===== config.mk =====
export PLATFORM = sky130hd
export DESIGN_NAME = line_maint_ctl
export DESIGN_NICKNAME = d
export VERILOG_FILES = /design/src/rtl/lmc_pkg.sv /design/src/rtl/lmc_ferr_inject.sv /design/src/rtl/lmc_tx_path.sv /design/src/rtl/lmc_rx_path.sv /design/src/rtl/lmc_line_steer.sv /design/src/rtl/line_maint_ctl.sv
export SDC_FILE = /design/constraint.sdc
export NUM_CORES = 1
export LEC_CHECK = 0
export ABC_AREA = 1
export ABC_CLOCK_PERIOD_IN_PS = 1500
export BUFFER_PORTS_ARGS = -buffer_cell sky130_fd_sc_hd__buf_2
export CORE_AREA = 10 10 47 49
export CTS_CLUSTER_SIZE = 30
export DETAILED_ROUTE_END_ITERATION = 10
export DIE_AREA = 0 0 57 59
export GPL_TIMING_DRIVEN = 0
export SLEW_MARGIN = 20
export SYNTH_ARGS = -nofsm -noshare
export SYNTH_HDL_FRONTEND = slang
export SYNTH_HIERARCHICAL = 1
export SYNTH_SLANG_ARGS = --single-unit

===== constraint.sdc =====
create_clock -name clk -period 1.5 [get_ports clk]
set_clock_uncertainty 0.2 [all_clocks]
set_input_delay 0.15 -clock clk [delete_from_list [all_inputs] [get_ports clk]]
set_output_delay 0.15 -clock clk [all_outputs]
set_load 0.05 [all_outputs]

===== src/rtl/lmc_pkg.sv =====
// Shared types for the line maintenance control block.
// Assumes: controls are active low at the pins and quasi-static relative to the core clock.
package lmc_pkg;

    // Resolved maintenance state after priority and mode restrictions.
    typedef struct packed {
        logic term_loop;
        logic pay_loop;
        logic alarm;
        logic loop_time;
    } lmc_ctl_t;

    typedef enum logic {
        TXS_TERMINAL = 1'b0,
        TXS_PAYLOAD  = 1'b1
    } lmc_tx_src_e;

    typedef enum logic {
        RXS_LINE      = 1'b0,
        RXS_TERM_LOOP = 1'b1
    } lmc_rx_src_e;

    // Resolve the active-low pins: terminal loopback wins, payload loopback needs serial mode.
    function automatic lmc_ctl_t lmc_resolve(input logic tlbk_n, input logic plbk_n,
                                             input logic ais_n, input logic lpt_n,
                                             input logic ser_sel);
        lmc_ctl_t c;
        c.term_loop = ~tlbk_n;
        c.pay_loop  = ~plbk_n & ser_sel & tlbk_n;
        c.alarm     = ~ais_n;
        c.loop_time = ~lpt_n;
        return c;
    endfunction

endpackage


===== src/rtl/lmc_ferr_inject.sv =====
// Force-error injector: synchronises the asynchronous pin, detects a falling edge and
// keeps one inversion pending until a framing bit consumes it.
// Assumes: the pin idles high; edges arriving while an inversion is pending are dropped.
module lmc_ferr_inject #(
    parameter int SYNC_STAGES = 2
) (
    input  logic clk,
    input  logic rst_n,
    input  logic ferr_n_i,
    input  logic frm_stb_i,   // a framing bit is sent at this edge
    output logic invert_o,    // invert the framing bit sent at this edge
    output logic pending_o
);
    localparam int SHW = SYNC_STAGES + 1;

    logic [SHW-1:0] sync_q;
    logic           pending_q;
    logic           fall_det;

    // Synchroniser chain plus one history stage for edge detection.
    always_ff @(posedge clk) begin
        if (!rst_n) sync_q <= '1;
        else        sync_q <= {sync_q[SHW-2:0], ferr_n_i};
    end

    assign fall_det = sync_q[SHW-1] & ~sync_q[SHW-2];

    // Pending flag: set by an edge when idle, cleared by the consuming framing bit.
    always_ff @(posedge clk) begin
        if (!rst_n)          pending_q <= 1'b0;
        else if (pending_q)  pending_q <= ~frm_stb_i;
        else if (fall_det)   pending_q <= 1'b1;
    end

    assign invert_o  = pending_q & frm_stb_i;
    assign pending_o = pending_q;


    consume_once_chk: assert property (@(posedge clk) disable iff (!rst_n)
        (pending_q && frm_stb_i) |=> !pending_q);


    hold_pending_chk: assert property (@(posedge clk) disable iff (!rst_n)
        (pending_q && !frm_stb_i) |=> pending_q);

endmodule


===== src/rtl/lmc_tx_path.sv =====
// Transmit bit register: selects terminal or payload-loop source, applies a framing
// inversion, then the all-ones alarm, and loads on the selected transmit strobe.
// Assumes: strobes are single-cycle enables in the core clock domain.
module lmc_tx_path
    import lmc_pkg::*;
(
    input  logic        clk,
    input  logic        rst_n,
    input  logic        stb_i,
    input  lmc_tx_src_e src_i,
    input  logic        term_data_i,
    input  logic        loop_data_i,
    input  logic        invert_i,
    input  logic        alarm_i,
    output logic        bit_next_o,
    output logic        bit_q_o
);
    logic src_bit;
    logic bit_q;

    // Source choice, then error inversion, then alarm override.
    always_comb begin
        src_bit    = (src_i == TXS_PAYLOAD) ? loop_data_i : term_data_i;
        bit_next_o = alarm_i ? 1'b1 : (src_bit ^ invert_i);
    end

    // Transmitted bit register, updated only on a transmit strobe.
    always_ff @(posedge clk) begin
        if (!rst_n)     bit_q <= 1'b0;
        else if (stb_i) bit_q <= bit_next_o;
    end

    assign bit_q_o = bit_q;

endmodule


===== src/rtl/lmc_rx_path.sv =====
// Receive bit register: picks the line bit (NRZ pin or decoder) or the looped
// transmit bit and loads it on the selected receive strobe.
// Assumes: the looped bit is the final transmitted value of the same strobe.
module lmc_rx_path
    import lmc_pkg::*;
(
    input  logic        clk,
    input  logic        rst_n,
    input  logic        stb_i,
    input  lmc_rx_src_e src_i,
    input  logic        nrz_sel_i,
    input  logic        nrz_data_i,
    input  logic        dec_data_i,
    input  logic        loop_data_i,
    output logic        bit_q_o
);
    logic line_bit;
    logic bit_q;

    // Line bit by coding mode, then loopback override.
    always_comb begin
        line_bit = nrz_sel_i ? nrz_data_i : dec_data_i;
    end

    // Received bit register, updated only on a receive strobe.
    always_ff @(posedge clk) begin
        if (!rst_n)     bit_q <= 1'b0;
        else if (stb_i) bit_q <= (src_i == RXS_TERM_LOOP) ? loop_data_i : line_bit;
    end

    assign bit_q_o = bit_q;

endmodule


===== src/rtl/lmc_line_steer.sv =====
// Line-side steering between single-rail NRZ and the dual-rail coder path.
// Assumes: in NRZ mode the coder inputs are parked at 0 and the negative rail is unused.
module lmc_line_steer (
    input  logic nrz_sel_i,
    input  logic tx_bit_i,
    input  logic enc_p_i,
    input  logic enc_n_i,
    input  logic rx_p_i,
    input  logic rx_n_i,
    output logic enc_data_o,
    output logic tx_p_o,
    output logic tx_n_o,
    output logic dec_p_o,
    output logic dec_n_o
);
    // Route transmit and receive rails by coding mode.
    always_comb begin
        if (nrz_sel_i) begin
            enc_data_o = 1'b0;
            tx_p_o     = tx_bit_i;
            tx_n_o     = 1'b0;
            dec_p_o    = 1'b0;
            dec_n_o    = 1'b0;
        end else begin
            enc_data_o = tx_bit_i;
            tx_p_o     = enc_p_i;
            tx_n_o     = enc_n_i;
            dec_p_o    = rx_p_i;
            dec_n_o    = rx_n_i;
        end
    end

endmodule


===== src/rtl/line_maint_ctl.sv =====
// Top of the line maintenance control block: resolves the maintenance pins, selects
// the bit strobes, and wires the transmit, receive, error and line-steering parts.
// Assumes: one core clock; line and terminal bit timing arrive as enable strobes.
module line_maint_ctl
    import lmc_pkg::*;
#(
    parameter int SYNC_STAGES = 2
) (
    input  logic clk,
    input  logic rst_n,
    input  logic tx_bit_en_i,
    input  logic tx_data_i,
    input  logic tx_frm_i,
    input  logic rx_bit_en_i,
    input  logic rx_line_p_i,
    input  logic rx_line_n_i,
    input  logic enc_p_i,
    input  logic enc_n_i,
    input  logic dec_data_i,
    input  logic nrz_sel_i,
    input  logic ser_sel_i,
    input  logic tlbk_n_i,
    input  logic plbk_n_i,
    input  logic ais_n_i,
    input  logic lpt_n_i,
    input  logic ferr_n_i,
    output logic tx_stb_o,
    output logic tx_nrz_o,
    output logic enc_data_o,
    output logic tx_line_p_o,
    output logic tx_line_n_o,
    output logic dec_p_o,
    output logic dec_n_o,
    output logic rx_stb_o,
    output logic rx_data_o
);
    lmc_ctl_t    ctl;
    lmc_tx_src_e tx_src;
    lmc_rx_src_e rx_src;
    logic        tx_stb;
    logic        rx_stb;
    logic        invert;
    logic        pending;
    logic        tx_next;
    logic        tx_q;
    logic        rx_q;

    // Resolve pins into maintenance state, sources and strobes.
    always_comb begin
        ctl    = lmc_resolve(tlbk_n_i, plbk_n_i, ais_n_i, lpt_n_i, ser_sel_i);
        tx_src = ctl.pay_loop ? TXS_PAYLOAD : TXS_TERMINAL;
        rx_src = ctl.term_loop ? RXS_TERM_LOOP : RXS_LINE;
        tx_stb = ctl.loop_time ? rx_bit_en_i : tx_bit_en_i;
        rx_stb = ctl.term_loop ? tx_stb : rx_bit_en_i;
    end

    lmc_ferr_inject #(.SYNC_STAGES(SYNC_STAGES)) u_ferr (
        .clk       (clk),
        .rst_n     (rst_n),
        .ferr_n_i  (ferr_n_i),
        .frm_stb_i (tx_stb & tx_frm_i),
        .invert_o  (invert),
        .pending_o (pending)
    );

    lmc_tx_path u_tx (
        .clk         (clk),
        .rst_n       (rst_n),
        .stb_i       (tx_stb),
        .src_i       (tx_src),
        .term_data_i (tx_data_i),
        .loop_data_i (rx_q),
        .invert_i    (invert),
        .alarm_i     (ctl.alarm),
        .bit_next_o  (tx_next),
        .bit_q_o     (tx_q)
    );

    lmc_rx_path u_rx (
        .clk         (clk),
        .rst_n       (rst_n),
        .stb_i       (rx_stb),
        .src_i       (rx_src),
        .nrz_sel_i   (nrz_sel_i),
        .nrz_data_i  (rx_line_p_i),
        .dec_data_i  (dec_data_i),
        .loop_data_i (tx_next),
        .bit_q_o     (rx_q)
    );

    lmc_line_steer u_steer (
        .nrz_sel_i  (nrz_sel_i),
        .tx_bit_i   (tx_q),
        .enc_p_i    (enc_p_i),
        .enc_n_i    (enc_n_i),
        .rx_p_i     (rx_line_p_i),
        .rx_n_i     (rx_line_n_i),
        .enc_data_o (enc_data_o),
        .tx_p_o     (tx_line_p_o),
        .tx_n_o     (tx_line_n_o),
        .dec_p_o    (dec_p_o),
        .dec_n_o    (dec_n_o)
    );

    assign tx_stb_o  = tx_stb;
    assign rx_stb_o  = rx_stb;
    assign tx_nrz_o  = tx_q;
    assign rx_data_o = rx_q;


    term_loop_match_chk: assert property (@(posedge clk) disable iff (!rst_n)
        (!tlbk_n_i && tx_stb) |=> (rx_data_o == tx_nrz_o));


    pay_loop_src_chk: assert property (@(posedge clk) disable iff (!rst_n)
        (!plbk_n_i && ser_sel_i && tlbk_n_i && ais_n_i && tx_stb && !pending)
        |=> (tx_nrz_o == $past(rx_data_o)));


    pay_loop_serial_only_chk: assert property (@(posedge clk) disable iff (!rst_n)
        (!ser_sel_i && ais_n_i && tx_stb && !pending)
        |=> (tx_nrz_o == $past(tx_data_i)));


    alarm_ones_chk: assert property (@(posedge clk) disable iff (!rst_n)
        (!ais_n_i && tx_stb) |=> tx_nrz_o);

endmodule


==> flow_summary.yaml <==
run_status:
  status: "complete, no violations"
power_and_ir_drop:
  p_comb_frac: 0.357
  ir_drop_v: 0.0003260
  clkPwrFrac: 0.287
  cellPowerDensity_nw_per_um2: 786.2
  leakagePower_nw: 0.4106
  p_seq_frac: 0.356
  switching_share: 0.3580
  power.internal_uw: 317.7
  p_sw_uw: 177.1
floorplan:
  die_w_microns: 57
  core_sq_um: 1401
  die_h_microns: 59
  num_rows: 14
  design.die.area_sq_um: 3363
  start_util: 0.2920
  ios: 27
routing:
  firstDrtPassIters: 4
  viasPerCell: 3.868
  routed_wl_mm: 1.083
  routedWlPerCell_microns: 8.950
  drt_iter0_drc: 4
  vias: 468
  drc: 0
  ant_nets: 0
yosys:
  netlist_area_sq_um: 409.1
  synth.distinct_cells: 12
  avgSynthCellArea_sq_um: 5.683
  ys_warn_count: 6
  synthCells: 72
  syn_nets: 90
  synth-seq-cells: 6
  yosysSeqAreaShare: 0.2936
clock_network:
  h-tree-depth: 1
  clk_path_buf_depth: 2
  clock_sinks: 6
  cts_root_buffer: "clkbuf_4"
  cts_tree: "built"
  clk_pin_slew_ps: 40
  cts_setup_buffers: 0
  cts_buffers: 3
  clk_latency_ps: 230
sta:
  clock.fmax_mhz: 744.6
  max_slew_margin: 0.8293
  rsz0062_at_grt: "false"
  period_needed_ps: 1343
  setup_violations: 0
  hold_slack_ps: 0.9590
  tns_ps: 0
  slew_violations: 0
  period_share: 0.8954
  hold_viol: 0
  worst_pin_slew_ps: 257.8
place:
  place.gp.congestion: 0.7192
  dpl.hpwl_microns: 913.6
  io_buffers: 26
worst_setup_path:
  cp_cell_sequence: "inv_1 -> nor2_4 -> buf_2"
  cp_slowest_cell: "dfxtp_1"
  worstSetupPathType: "flip-flop to output pin"
  critPathTopFamily: "flip-flops"
  cp-start-kind: "flip-flop"
  cp_max_fo: 4
  cp_data_arrival_time_ps: 990
  required_ps: 1150
  max_stage_delay_ps: 350
  path_buf_inv: 2
  crit_path_end_kind: "output pin"
final_layout:
  layout_common_cells: "inv_1, buf_2, nand2_1, dfxtp_1"
  layout_commonest_cell: "inv_1"
  area_delta_synth_final_pct: 53.82
  num-fill-cells: 156
  drive_gt1_frac: 0.3619
  nets: 125
  n_antenna_cell: 0
global_route:
  grt_max_degree: 9
  grt_overflow: 0
  track_usage: 0.07149
  antenna_found_initial: 0
  grt_pass1_wl_mm: 2.007
  grt_pass1_vias: 497
worst_hold_path:
  hp-class: "input port to flip-flop"
flow_run:
  drv_cap: 0
-- synthesized netlist by cell type --
cell,number,share of area
inv_1,27,0.25
nand2_1,19,0.17
dfxtp_1,6,0.29
nor2_1,5,0.046
nand3_1,3,0.037
nor2_2,3,0.046
nand2_2,2,0.031
nand3_2,2,0.049
o21ai_0,2,0.024
a21boi_0,1,0.018
a21oi_1,1,0.012
a21oi_2,1,0.021
-- tightest hold or removal path: stages --
cell     delay [ps]
buf_2           120
o21ai_0          70
a21oi_1          40
-- power groups by stage --
stage | Combinational, mW | Sequential [mW] | Clock (mW)
after detailed placement | 0.171 | 0.179 | 0
after global placement | 0.168 | 0.179 | 0
final | 0.177 | 0.176 | 0.142
after CTS | 0.179 | 0.176 | 0.145
after global routing | 0.197 | 0.177 | 0.155
after floorplan | 0.0998 | 0.196 | 0
-- layout make-up --
class / instances / area [sq um] / area share
multi-input cells: 39 / 195.2 / 0.3101
repair buffers: 30 / 170.2 / 0.2704
flip-flops and latches: 6 / 120.1 / 0.1909
inverters: 27 / 101.3 / 0.1610
clock buffers: 3 / 22.52 / 0.03579
well taps: 16 / 20.02 / 0.03181
-- final timing paths --
| kind | startpoint | slack (ps) | to | cells past startpoint |
|---|---|---|---|---|
| hold / removal | rst_n | 1 | u_rx/bit_q_o | 3 |
| hold reg to reg | u_ferr/sync_q[0] | 210 | u_ferr/sync_q[1] | 2 |
| setup reg to reg | u_ferr/pending_o | 220 | u_rx/bit_q_o | 7 |
| setup / recovery | u_tx/bit_q_o | 160 | enc_data_o | 3 |
-- timing repair --
item,4_1_cts,5_1_grt
gates resized for setup,0,0
hold buffers,4,1
endpoints found under the hold margin,3,1
setup endpoints to repair,0,1
-- layer usage --
metal / GRT usage / wire length, microns
met1: 0.07656 / 466
met2: 0.1116 / 513
met3: 0.03648 / 102
met4: 0.04027 / 0
met5: 0 / 0
-- sequential cells by signal, indices dropped and copies added, names as in the netlist --
| register | flops |
|---|---|
| u_ferr/pending_o | 1 |
| u_tx/bit_q_o | 1 |
| u_rx/bit_q_o | 1 |
| u_ferr/sync_q | 3 |
-- through the flow --
stage	utilization	instances	power [mW]	instance area, sq um	setup slack [ps]
3_3_place_gp	0.4045	114	0.3470	566.8	98.91
6_report	0.4491	121	0.4948	629.4	157.0
2_1_floorplan	-	72	0.2961	416.7	27.69
4_1_cts	0.4491	121	0.5005	629.4	17.62
3_5_place_dp	0.4045	114	0.3495	566.8	58.59
5_1_grt	0.4491	121	0.5294	629.4	77.52
-- cells by family after synthesis --
group / count (synthesis) / share of synthesized area
compound gates: 5 / 0.07645
flops: 6 / 0.2936
simple gates: 34 / 0.3823
buf+inv: 27 / 0.2477
(Power assumes the default switching activity.)
